### src/rtl/bpsk_deframer_pkg.sv
package bpsk_deframer_pkg;

    typedef enum logic [2:0] {
        ST_IDLE,
        ST_ARMED,
        ST_GUARD,
        ST_START,
        ST_DATA,
        ST_STOP
    } dfr_state_t;

endpackage

### src/rtl/bpsk_phase_ref.sv
// Holds the logic-0 phase and maps raw signs to logic levels.
module bpsk_phase_ref (
    input  logic clk,
    input  logic rst,
    input  logic sample_valid,
    input  logic sample_sign,
    input  logic sof_pulse,
    output logic logic_bit
);

    logic ref_sign;

    always_ff @(posedge clk) begin
        if (rst) begin
            ref_sign <= 1'b0;
        end else if (sof_pulse && sample_valid) begin
            ref_sign <= sample_sign;
        end
    end

    // Equal to the reference -> 0, inverted -> 1
    assign logic_bit = sample_sign ^ ref_sign;

endmodule

### src/rtl/bpsk_symbol_voter.sv
// Counts samples inside one symbol and takes a majority vote over a window.
module bpsk_symbol_voter #(
    parameter int SYM_SAMPLES = 32,
    parameter int WIN_LO      = 8,
    parameter int WIN_LEN     = 16
) (
    input  logic clk,
    input  logic rst,
    input  logic restart,   // current sample is index 0 of a new symbol
    input  logic advance,   // current sample belongs to the running symbol
    input  logic bit_in,
    output logic sym_done,  // current sample closes the symbol
    output logic sym_bit    // decision for the symbol closing now
);

    localparam int IDX_W  = $clog2(SYM_SAMPLES);
    localparam int WIN_HI = WIN_LO + WIN_LEN - 1;
    localparam int VOTE_W = $clog2(WIN_LEN + 1);
    localparam int LAST   = SYM_SAMPLES - 1;

    logic [IDX_W-1:0]  idx;
    logic [VOTE_W-1:0] votes;
    logic              in_win;
    logic [VOTE_W-1:0] votes_now;

    assign in_win    = (idx >= IDX_W'(WIN_LO)) && (idx <= IDX_W'(WIN_HI));
    assign votes_now = votes + VOTE_W'(in_win && bit_in);
    assign sym_done  = advance && (idx == IDX_W'(LAST));
    assign sym_bit   = votes_now > VOTE_W'(WIN_LEN / 2);

    always_ff @(posedge clk) begin
        if (rst) begin
            idx   <= '0;
            votes <= '0;
        end else if (restart) begin
            idx   <= IDX_W'(1);
            votes <= VOTE_W'((WIN_LO == 0) && bit_in);
        end else if (advance) begin
            if (idx == IDX_W'(LAST)) begin
                idx   <= '0;
                votes <= '0;
            end else begin
                idx   <= idx + IDX_W'(1);
                votes <= votes_now;
            end
        end
    end

endmodule

### src/rtl/bpsk_char_shifter.sv
// Assembles data bits, least significant first.
module bpsk_char_shifter #(
    parameter int WIDTH = 8
) (
    input  logic             clk,
    input  logic             rst,
    input  logic             clear,
    input  logic             shift_en,
    input  logic             bit_in,
    output logic [WIDTH-1:0] word,
    output logic             last_bit
);

    localparam int CNT_W = $clog2(WIDTH);

    logic [CNT_W-1:0] cnt;

    assign last_bit = (cnt == CNT_W'(WIDTH - 1));

    always_ff @(posedge clk) begin
        if (rst) begin
            cnt  <= '0;
            word <= '0;
        end else if (clear) begin
            cnt  <= '0;
        end else if (shift_en) begin
            cnt  <= cnt + CNT_W'(1);
            word <= {bit_in, word[WIDTH-1:1]};
        end
    end

endmodule

### src/rtl/bpsk_char_deframer.sv
module bpsk_char_deframer
    import bpsk_deframer_pkg::*;
#(
    parameter int SYM_SAMPLES       = 32,
    parameter int VOTE_LO           = 8,
    parameter int VOTE_LEN          = 16,
    parameter int GUARD_MAX_SAMPLES = 64,
    parameter int DATA_BITS         = 8
) (
    input  logic                 clk,
    input  logic                 rst,
    input  logic                 sample_valid,
    input  logic                 sample_sign,
    input  logic                 sof_pulse,
    output logic [DATA_BITS-1:0] data_out,
    output logic                 data_valid,
    output logic                 framing_error
);

    localparam int ONES_LIMIT = SYM_SAMPLES + GUARD_MAX_SAMPLES;
    localparam int ONES_W     = $clog2(ONES_LIMIT + 1);

    dfr_state_t state;
    dfr_state_t state_nxt;

    logic                 logic_bit;
    logic                 take;
    logic                 resync;
    logic                 start_edge;
    logic                 sym_adv;
    logic                 sym_done;
    logic                 sym_bit;
    logic                 shift_en;
    logic                 last_bit;
    logic [DATA_BITS-1:0] word;
    logic [ONES_W-1:0]    ones_cnt;
    logic                 guard_over;
    logic                 start_fail;
    logic                 stop_ok;
    logic                 stop_bad;

    assign take   = sample_valid && !sof_pulse;
    assign resync = sample_valid && sof_pulse;

    bpsk_phase_ref u_ref (
        .clk          (clk),
        .rst          (rst),
        .sample_valid (sample_valid),
        .sample_sign  (sample_sign),
        .sof_pulse    (sof_pulse),
        .logic_bit    (logic_bit)
    );

    assign start_edge = (state == ST_GUARD) && take && !logic_bit;
    assign sym_adv    = take && ((state == ST_START) || (state == ST_DATA) ||
                                 (state == ST_STOP));

    bpsk_symbol_voter #(
        .SYM_SAMPLES (SYM_SAMPLES),
        .WIN_LO      (VOTE_LO),
        .WIN_LEN     (VOTE_LEN)
    ) u_voter (
        .clk      (clk),
        .rst      (rst),
        .restart  (start_edge),
        .advance  (sym_adv),
        .bit_in   (logic_bit),
        .sym_done (sym_done),
        .sym_bit  (sym_bit)
    );

    assign shift_en = (state == ST_DATA) && sym_done;

    bpsk_char_shifter #(
        .WIDTH (DATA_BITS)
    ) u_shift (
        .clk      (clk),
        .rst      (rst),
        .clear    (start_edge),
        .shift_en (shift_en),
        .bit_in   (sym_bit),
        .word     (word),
        .last_bit (last_bit)
    );

    // Events seen by the state machine and the output process
    assign guard_over = (state == ST_GUARD) && take && logic_bit &&
                        (ones_cnt == ONES_W'(ONES_LIMIT));
    assign start_fail = (state == ST_START) && sym_done && sym_bit;
    assign stop_ok    = (state == ST_STOP) && sym_done && sym_bit;
    assign stop_bad   = (state == ST_STOP) && sym_done && !sym_bit;

    // State register
    always_ff @(posedge clk) begin
        if (rst) begin
            state <= ST_IDLE;
        end else begin
            state <= state_nxt;
        end
    end

    // Next-state logic
    always_comb begin
        state_nxt = state;
        if (resync) begin
            state_nxt = ST_ARMED;
        end else begin
            unique case (state)
                ST_IDLE: begin
                    state_nxt = ST_IDLE;
                end
                ST_ARMED: begin
                    if (take && logic_bit) begin
                        state_nxt = ST_GUARD;
                    end
                end
                ST_GUARD: begin
                    if (start_edge) begin
                        state_nxt = ST_START;
                    end else if (guard_over) begin
                        state_nxt = ST_IDLE;
                    end
                end
                ST_START: begin
                    if (sym_done) begin
                        state_nxt = sym_bit ? ST_GUARD : ST_DATA;
                    end
                end
                ST_DATA: begin
                    if (sym_done && last_bit) begin
                        state_nxt = ST_STOP;
                    end
                end
                ST_STOP: begin
                    if (sym_done) begin
                        state_nxt = sym_bit ? ST_GUARD : ST_IDLE;
                    end
                end
                default: begin
                    state_nxt = ST_IDLE;
                end
            endcase
        end
    end

    // Outputs and the logic-1 run counter
    always_ff @(posedge clk) begin
        if (rst) begin
            ones_cnt      <= '0;
            data_out      <= '0;
            data_valid    <= 1'b0;
            framing_error <= 1'b0;
        end else begin
            data_valid    <= stop_ok;
            framing_error <= guard_over || stop_bad;
            if (stop_ok) begin
                data_out <= word;
            end
            if (resync || start_fail) begin
                ones_cnt <= '0;
            end else if (stop_ok) begin
                ones_cnt <= ONES_W'(SYM_SAMPLES);
            end else if ((state == ST_ARMED) && take && logic_bit) begin
                ones_cnt <= ONES_W'(1);
            end else if ((state == ST_GUARD) && take && logic_bit && !guard_over) begin
                ones_cnt <= ones_cnt + ONES_W'(1);
            end
        end
    end

endmodule

### config.mk
export PLATFORM = sky130hd
export DESIGN_NAME = bpsk_char_deframer
export DESIGN_NICKNAME = d
export VERILOG_FILES = /design/src/rtl/bpsk_deframer_pkg.sv /design/src/rtl/bpsk_phase_ref.sv /design/src/rtl/bpsk_symbol_voter.sv /design/src/rtl/bpsk_char_shifter.sv /design/src/rtl/bpsk_char_deframer.sv
export SDC_FILE = /design/constraint.sdc
export NUM_CORES = 1
export LEC_CHECK = 0
export ABC_AREA = 1
export BUFFER_PORTS_ARGS = -buffer_cell sky130_fd_sc_hd__buf_4
export CORE_MARGIN = 5
export CORE_UTILIZATION = 60
export CTS_BUF_LIST = sky130_fd_sc_hd__clkbuf_4 sky130_fd_sc_hd__clkbuf_8
export CTS_CLUSTER_DIAMETER = 40
export DETAILED_ROUTE_END_ITERATION = 8
export GPL_TIMING_DRIVEN = 0
export HOLD_SLACK_MARGIN = 0.02
export PLACE_DENSITY = 0.77
export SYNTH_ARGS = -nofsm -noshare
export SYNTH_HDL_FRONTEND = slang
export SYNTH_SLANG_ARGS = --single-unit
### constraint.sdc
create_clock -name clk -period 2.4 [get_ports clk]
set_clock_uncertainty 0.05 [all_clocks]
set_input_delay 0.24 -clock clk [delete_from_list [all_inputs] [get_ports clk]]
set_output_delay 0.24 -clock clk [all_outputs]
set_load 0.005 [all_outputs]
Word level (Yosys, flattened, before mapping) --
Index checks and enable logic that the tools add are counted.
Operators by class: add/subtract/negate cells 4, multiply operators 0, divide/modulo/power cells 0, magnitude comparators 3, equality and inequality tests 18, shifts and indexed selects 0, muxes and demuxes 17, bitwise logic cells 2, reductions and logical operators 40
Operators by type and width (number):
- $logic_and A1 B1 Y1 | 21
- $mux W3 | 7
- $mux W6 | 3
- $pmux W3 S5 | 1
- $ne A3 B3 Y1 const B | 4
- $mux W5 | 2
- $reduce_and A5 Y1 | 2
- $eq A3 B3 Y1 const B | 3
- $add A7 B1 Y7 const B | 1
- $eq A7 B7 Y1 const B | 1
- $eq A3 B2 Y1 const B | 2
- $ne A2 B2 Y1 const B | 3
- $reduce_or A2 Y1 | 3
- $add A5 B1 Y5 | 1
- $add A5 B1 Y5 const B | 1
- $eq A5 B5 Y1 const B | 1
- $ge A5 B4 Y1 const B | 1
- $gt A5 B4 Y1 const B | 1
- $le A5 B5 Y1 const B | 1
- $logic_not A1 Y1 | 4
- $logic_or A1 B1 Y1 | 4
- $ne A4 B4 Y1 const B | 1
- $reduce_bool A2 Y1 | 2
- $reduce_or A4 Y1 | 1
- 11 further kinds | 13
Storage, ports and cells: register bits after elaboration 42, latch bits 0, RAM bits 0, memory bits (read-only) 0, output and inout port bits 10, logic and storage cells 98, memories kept 0

Longest topological paths before layout --
depth after elaboration 10, depth in mapped cells 17

Hierarchy --
From an unflattened synthesis, not the netlist that was laid out.
Unflattened totals: cell total of the unflattened synthesis 340, area total of the unflattened synthesis 2258.4 sq um
Modules (own cells, without submodules):
- bpsk_char_deframer | instances 1, cells an instance 180, area an instance 1153.6 sq um, seq. area each 400.4 sq um
- bpsk_symbol_voter | instances 1, cells an instance 84, area an instance 566.8 sq um, seq. area each 200.2 sq um
- bpsk_char_shifter | instances 1, cells an instance 67, area an instance 483.0 sq um, seq. area each 220.2 sq um
- bpsk_phase_ref | instances 1, cells an instance 9, area an instance 55.1 sq um, seq. area each 20.0 sq um

Worst setup path after synthesis --
No wires, ideal clock.
kind flip-flop to flip-flop, start point reg u_voter.idx[0], end point reg ones_cnt[1], data arrival time 2.104 ns, data required time 2.280 ns, path slack 0.176 ns, cell stages (with the launch flop) 15, period minus slack after synthesis 2.224 ns, path through dfxtp_1 inv_1 nor3_1 nand2_1 a21oi_1 a211oi_1 ha_1 ha_1 nor2_1 nand3_1 nand2_1 nand2_2 a21oi_2 nand3_2 a21oi_1
Between the ends: cells in the longest elaborated chain, start to end 8
RTL lines:
- start: declaration | line bpsk_symbol_voter.sv:21 | logic [IDX_W-1:0] idx;
- start signal: assignment | line bpsk_symbol_voter.sv:43 | idx <= idx + IDX_W'(1);
- $ge A5 B4 Y1 / $le A5 B5 Y1 (equally long branches) | line bpsk_symbol_voter.sv:26 | assign in_win = (idx >= IDX_W'(WIN_LO)) && (idx <= IDX_W'(WIN_HI));
- $logic_and A1 B1 Y1 | line bpsk_symbol_voter.sv:26
- $logic_and A1 B1 Y1 | line bpsk_symbol_voter.sv:27 | assign votes_now = votes + VOTE_W'(in_win && bit_in);
- $add A5 B1 Y5 | line bpsk_symbol_voter.sv:27
- $gt A5 B4 Y1 | line bpsk_symbol_voter.sv:29 | assign sym_bit = votes_now > VOTE_W'(WIN_LEN / 2);
- $logic_and A1 B1 Y1 | line bpsk_char_deframer.sv:89 | assign start_fail = (state == ST_START) && sym_done && sym_bit;
- $logic_or A1 B1 Y1 | line bpsk_char_deframer.sv:159 | if (resync || start_fail) begin
- $reduce_or A4 Y1 (no line) *
- end signal: assignment | line bpsk_char_deframer.sv:162 | ones_cnt <= ONES_W'(SYM_SAMPLES);
- end signal: assignment | line bpsk_char_deframer.sv:166 | ones_cnt <= ones_cnt + ONES_W'(1);
- end: declaration | line bpsk_char_deframer.sv:36 | logic [ONES_W-1:0] ones_cnt;
Every way passes the cells marked *; elsewhere a longest branch is shown, timed or not. A chain may end at the register's enable or synchronous reset.

Worst setup path in the final report --
start point reg u_voter.idx[0], end point reg data_out[7]
Between the ends: cells in the longest elaborated chain, start to end 6
RTL lines:
- $ge A5 B4 Y1 / $le A5 B5 Y1 (equally long branches) | line bpsk_symbol_voter.sv:26
- $logic_and A1 B1 Y1 | line bpsk_symbol_voter.sv:26
- $logic_and A1 B1 Y1 | line bpsk_symbol_voter.sv:27
- $add A5 B1 Y5 | line bpsk_symbol_voter.sv:27
- $gt A5 B4 Y1 | line bpsk_symbol_voter.sv:29
- $logic_and A1 B1 Y1 * | line bpsk_char_deframer.sv:90 | assign stop_ok = (state == ST_STOP) && sym_done && sym_bit;
- end signal: assignment | line bpsk_char_deframer.sv:157 | data_out <= word;
- end: declaration | line bpsk_char_deframer.sv:15 | output logic [DATA_BITS-1:0] data_out,
Marked as above.

==> out/metrics.csv <==
stage;metric;value;unit
run_status;status;finished, violations left;
run_status;violations;setup timing;
critical_path;reg2reg_to;data_out[7];
global_routing;grt_pass1_wl;7.65;mm
sta;whs;0.138;ns
sta;slew_violations;0;
critical_path;path_max_fanout;5;
global_routing;grt_start_max_net_pins;15;
cts;cts.sinks;42;
layout;seq_area;847;µm²
cts;numCtsBuffers;5;
sta;slew_headroom;66.5;%
critical_path;crit_path_end;data_out[7];
sta;fmax;0.411;GHz
sta;rsz0062_at_grt;yes;
critical_path;critical_path.max_stage_delay;0.41;ns
detailed_routing;firstDrtPassIters;4;
global_routing;grt_pass1_vias;1766;
global_routing;overflow;0;
floorplanning;start_util;63.0;%
min_path;hold_class;primary input to flop;
layout;instances_no_fill;369;
layout;fillers;247;
critical_path;crit_family;adder cells;
synth;synth.distinct_cells;30;
placed_design;dp_slack;-0.249;ns
layout;layout_common_cells;nand2_1, dfxtp_1, nor2_1;
cts;clkTransAtPathRegs;0.13;ns
critical_path;crit_path_start;u_voter.idx[0];
floorplanning;dieHeight;69.9;µm
critical_path;cp_num_buf_inv;2;
cts;cts_tree;built;
cts;hold_buffers;0;
floorplanning;rows;21;
detailed_routing;drtAntennaViolNets;0;
synth;syn_area;2150;µm²
critical_path;cp-end-kind;flop;
synth;ys_warn_count;0;
critical_path;arrival;2.65;ns
critical_path;worstPathRequired;2.62;ns
synth;syn_nets;312;
sta;setup_viol;11;
cts;cts_root_buffer;clkbuf_4;
cts;clk_path_buf_depth;2;
detailed_routing;num_vias;1929;
placed_design;dpl.cell_count;357;
layout;antennaDiodeCount;0;
layout;nets;336;
run;drv_cap;0;
detailed_routing;drtIter0Drc;103;
sta;final_hold_viol_count;0;
sta;worstMarginPinSlew;0.502;ns
placed_design;port_buffers;13;
floorplanning;dieArea;4880;µm²
sta;fin_crit_sh;101;%
detailed_routing;remaining_drc_errors;0;
power_and_ir_drop;vdd_drop_max;473;µV
layout;drive_gt1_share;22.6;%
sta;setup_tns;-0.141;ns
critical_path;r2r_slack;-0.03;ns
layout;multi_input_area;1300;µm²
floorplanning;io_pins;15;
placed_design;place.gp.congestion;0.868;
sta;final.min_clock_period;2.43;ns
power_and_ir_drop;total_power;1420;µW
detailed_routing;viasPerCell;5.23;
power_and_ir_drop;p_leak;0.00116;µW
synth;synth_area_per_cell;7.22;µm²
global_routing;grt_use_total;19.0;%
critical_path;crit_type;flop to flop;
detailed_routing;wl_per_cell;12.8;µm
critical_path;cp_slowest_cell;dfxtp_4;
cts;htree_levels;2;
placed_design;hpwlAfterDp;3.11;mm
critical_path;crit_chain;ha_4 -> inv_2 -> nand2_2 -> a21oi_2 -> a211oi_2 -> ha_2 -> ha_4 -> nand3_4 -> xor2_4 -> nand2_4 -> nand3_4 -> clkbuf_16 -> nand3_1 -> nand2_1;
sta;fin_ws;-0.0303;ns
synth;ys_ff_latch;42;
detailed_routing;routed_wl;4.71;mm
synth;syn-instance-count;298;
layout;final_common_cell;nand2_1;
global_routing;antenna_found_initial;0;
layout;area_growth;19.4;%
cts;clk_latency;0.36;ns
floorplanning;dieWidth;69.9;µm
critical_path;reg2reg_depth;14;
floorplanning;fp.coreArea;3420;µm²
synth;seq_area_frac_synth;39.1;%
critical_path;cp-start-kind;flop;
power_and_ir_drop;power.density;554;nW/µm²
critical_path;path_depth;14;
critical_path;rr_startpoint;u_voter.idx[0];
[synth_stat cells]
cell type,number,area share (%)
nand2_1,75,13
dfxtp_1,42,39
nor2_1,38,6.6
inv_1,30,5.2
nand3_1,26,6.0
a21oi_1,20,4.7
o21ai_0,13,3.0
ha_1,9,5.2
nor2_4,6,3.1
inv_2,4,0.70
nand3_2,4,1.9
nand4_1,4,1.2
nor3_1,4,0.93
xor2_1,4,1.6
nand3_4,2,1.6
o21a_1,2,0.70
xnor2_1,2,0.81
a211oi_1,1,0.35
a21oi_2,1,0.41
a22oi_1,1,0.35
a31oi_1,1,0.29
buf_1,1,0.17
buf_2,1,0.23
buf_4,1,0.35
buf_6,1,0.52
clkbuf_1,1,0.17
nand2_2,1,0.29
nor2_2,1,0.29
or2_1,1,0.29
xor2_2,1,0.76
[report_power, final]
| part | leakage (µW) | switching, µW | internal [µW] |
|---|---|---|---|
| combinational | 0.000788 | 210 | 96.7 |
| sequential | 0.000341 | 33.2 | 723 |
| clock | 0.0000312 | 246 | 114 |
| total | 0.00116 | 490 | 933 |
[registers in the layout, summed over array words and instances (netlist names)]
signal	cells
ones_cnt	7
u_voter.idx	5
framing_error	1
u_ref.ref_sign	1
u_shift.cnt	3
u_voter.votes	5
u_shift.word	8
state	3
data_out	8
data_valid	1
[cell families after synthesis]
logic type | Yosys count | share of synthesized area (%)
compound gates | 39 | 9.77
simple gates | 162 | 35.3
buf+inv | 39 | 7.38
fa+ha+maj | 9 | 5.23
xor+xnor | 7 | 3.20
flops | 42 | 39.1
[per-stage QoR]
stage | util [%] | cell area, µm²
global route | 75.2 | 2570
detailed placement | 67.5 | 2310
finish | 75.2 | 2570
CTS | 70.7 | 2420
global placement | 67.5 | 2310
floorplan | - | 2150
[how the worst min path moves through the flow]
stage / startpoint / to / slack [ns] / cells after the start
final: sample_sign / u_ref.ref_sign / 0.14 / 3
after global placement: u_shift.word[0] / data_out[0] / 0.38 / 2
after global routing: sample_sign / u_ref.ref_sign / 0.12 / 3
after detailed placement: u_shift.word[0] / data_out[0] / 0.39 / 2
after CTS: sample_sign / u_ref.ref_sign / 0.13 / 3
after floorplan: u_shift.word[0] / data_out[0] / 0.36 / 2
[area by class of cell]
class,count,area share [%]
inverter,34,5.06
timing repair buffer,16,5.36
sequential,42,33.0
tap,46,2.24
clock buffer,5,1.46
clock inverter,3,0.828
buffer,5,1.36
multi-input combinational,218,50.7
[tightest hold or removal path: cells and delay by family]
kind,cells,cell delay [ns]
AOI/OAI and AO/OA,2,0.18
buffers and inverters,1,0.11
[layer usage]
layer	routed length [µm]	global-route usage [%]	share of wire, %
met5	0	0	0
met4	61	8.30	1.3
met3	155	3.16	3.3
met2	2320	31.4	49
met1	2170	24.2	46
[what timing repair did]
item | 4_1_cts | 5_1_grt
gates resized for setup | 11 | 27
buffers inserted | 1 | 1
setup endpoints to repair | 17 | 20
gates cloned | 0 | 2
endpoints found under the hold margin | 0 | 0
pin swaps | 5 | 23
(Power assumes the default switching activity.)
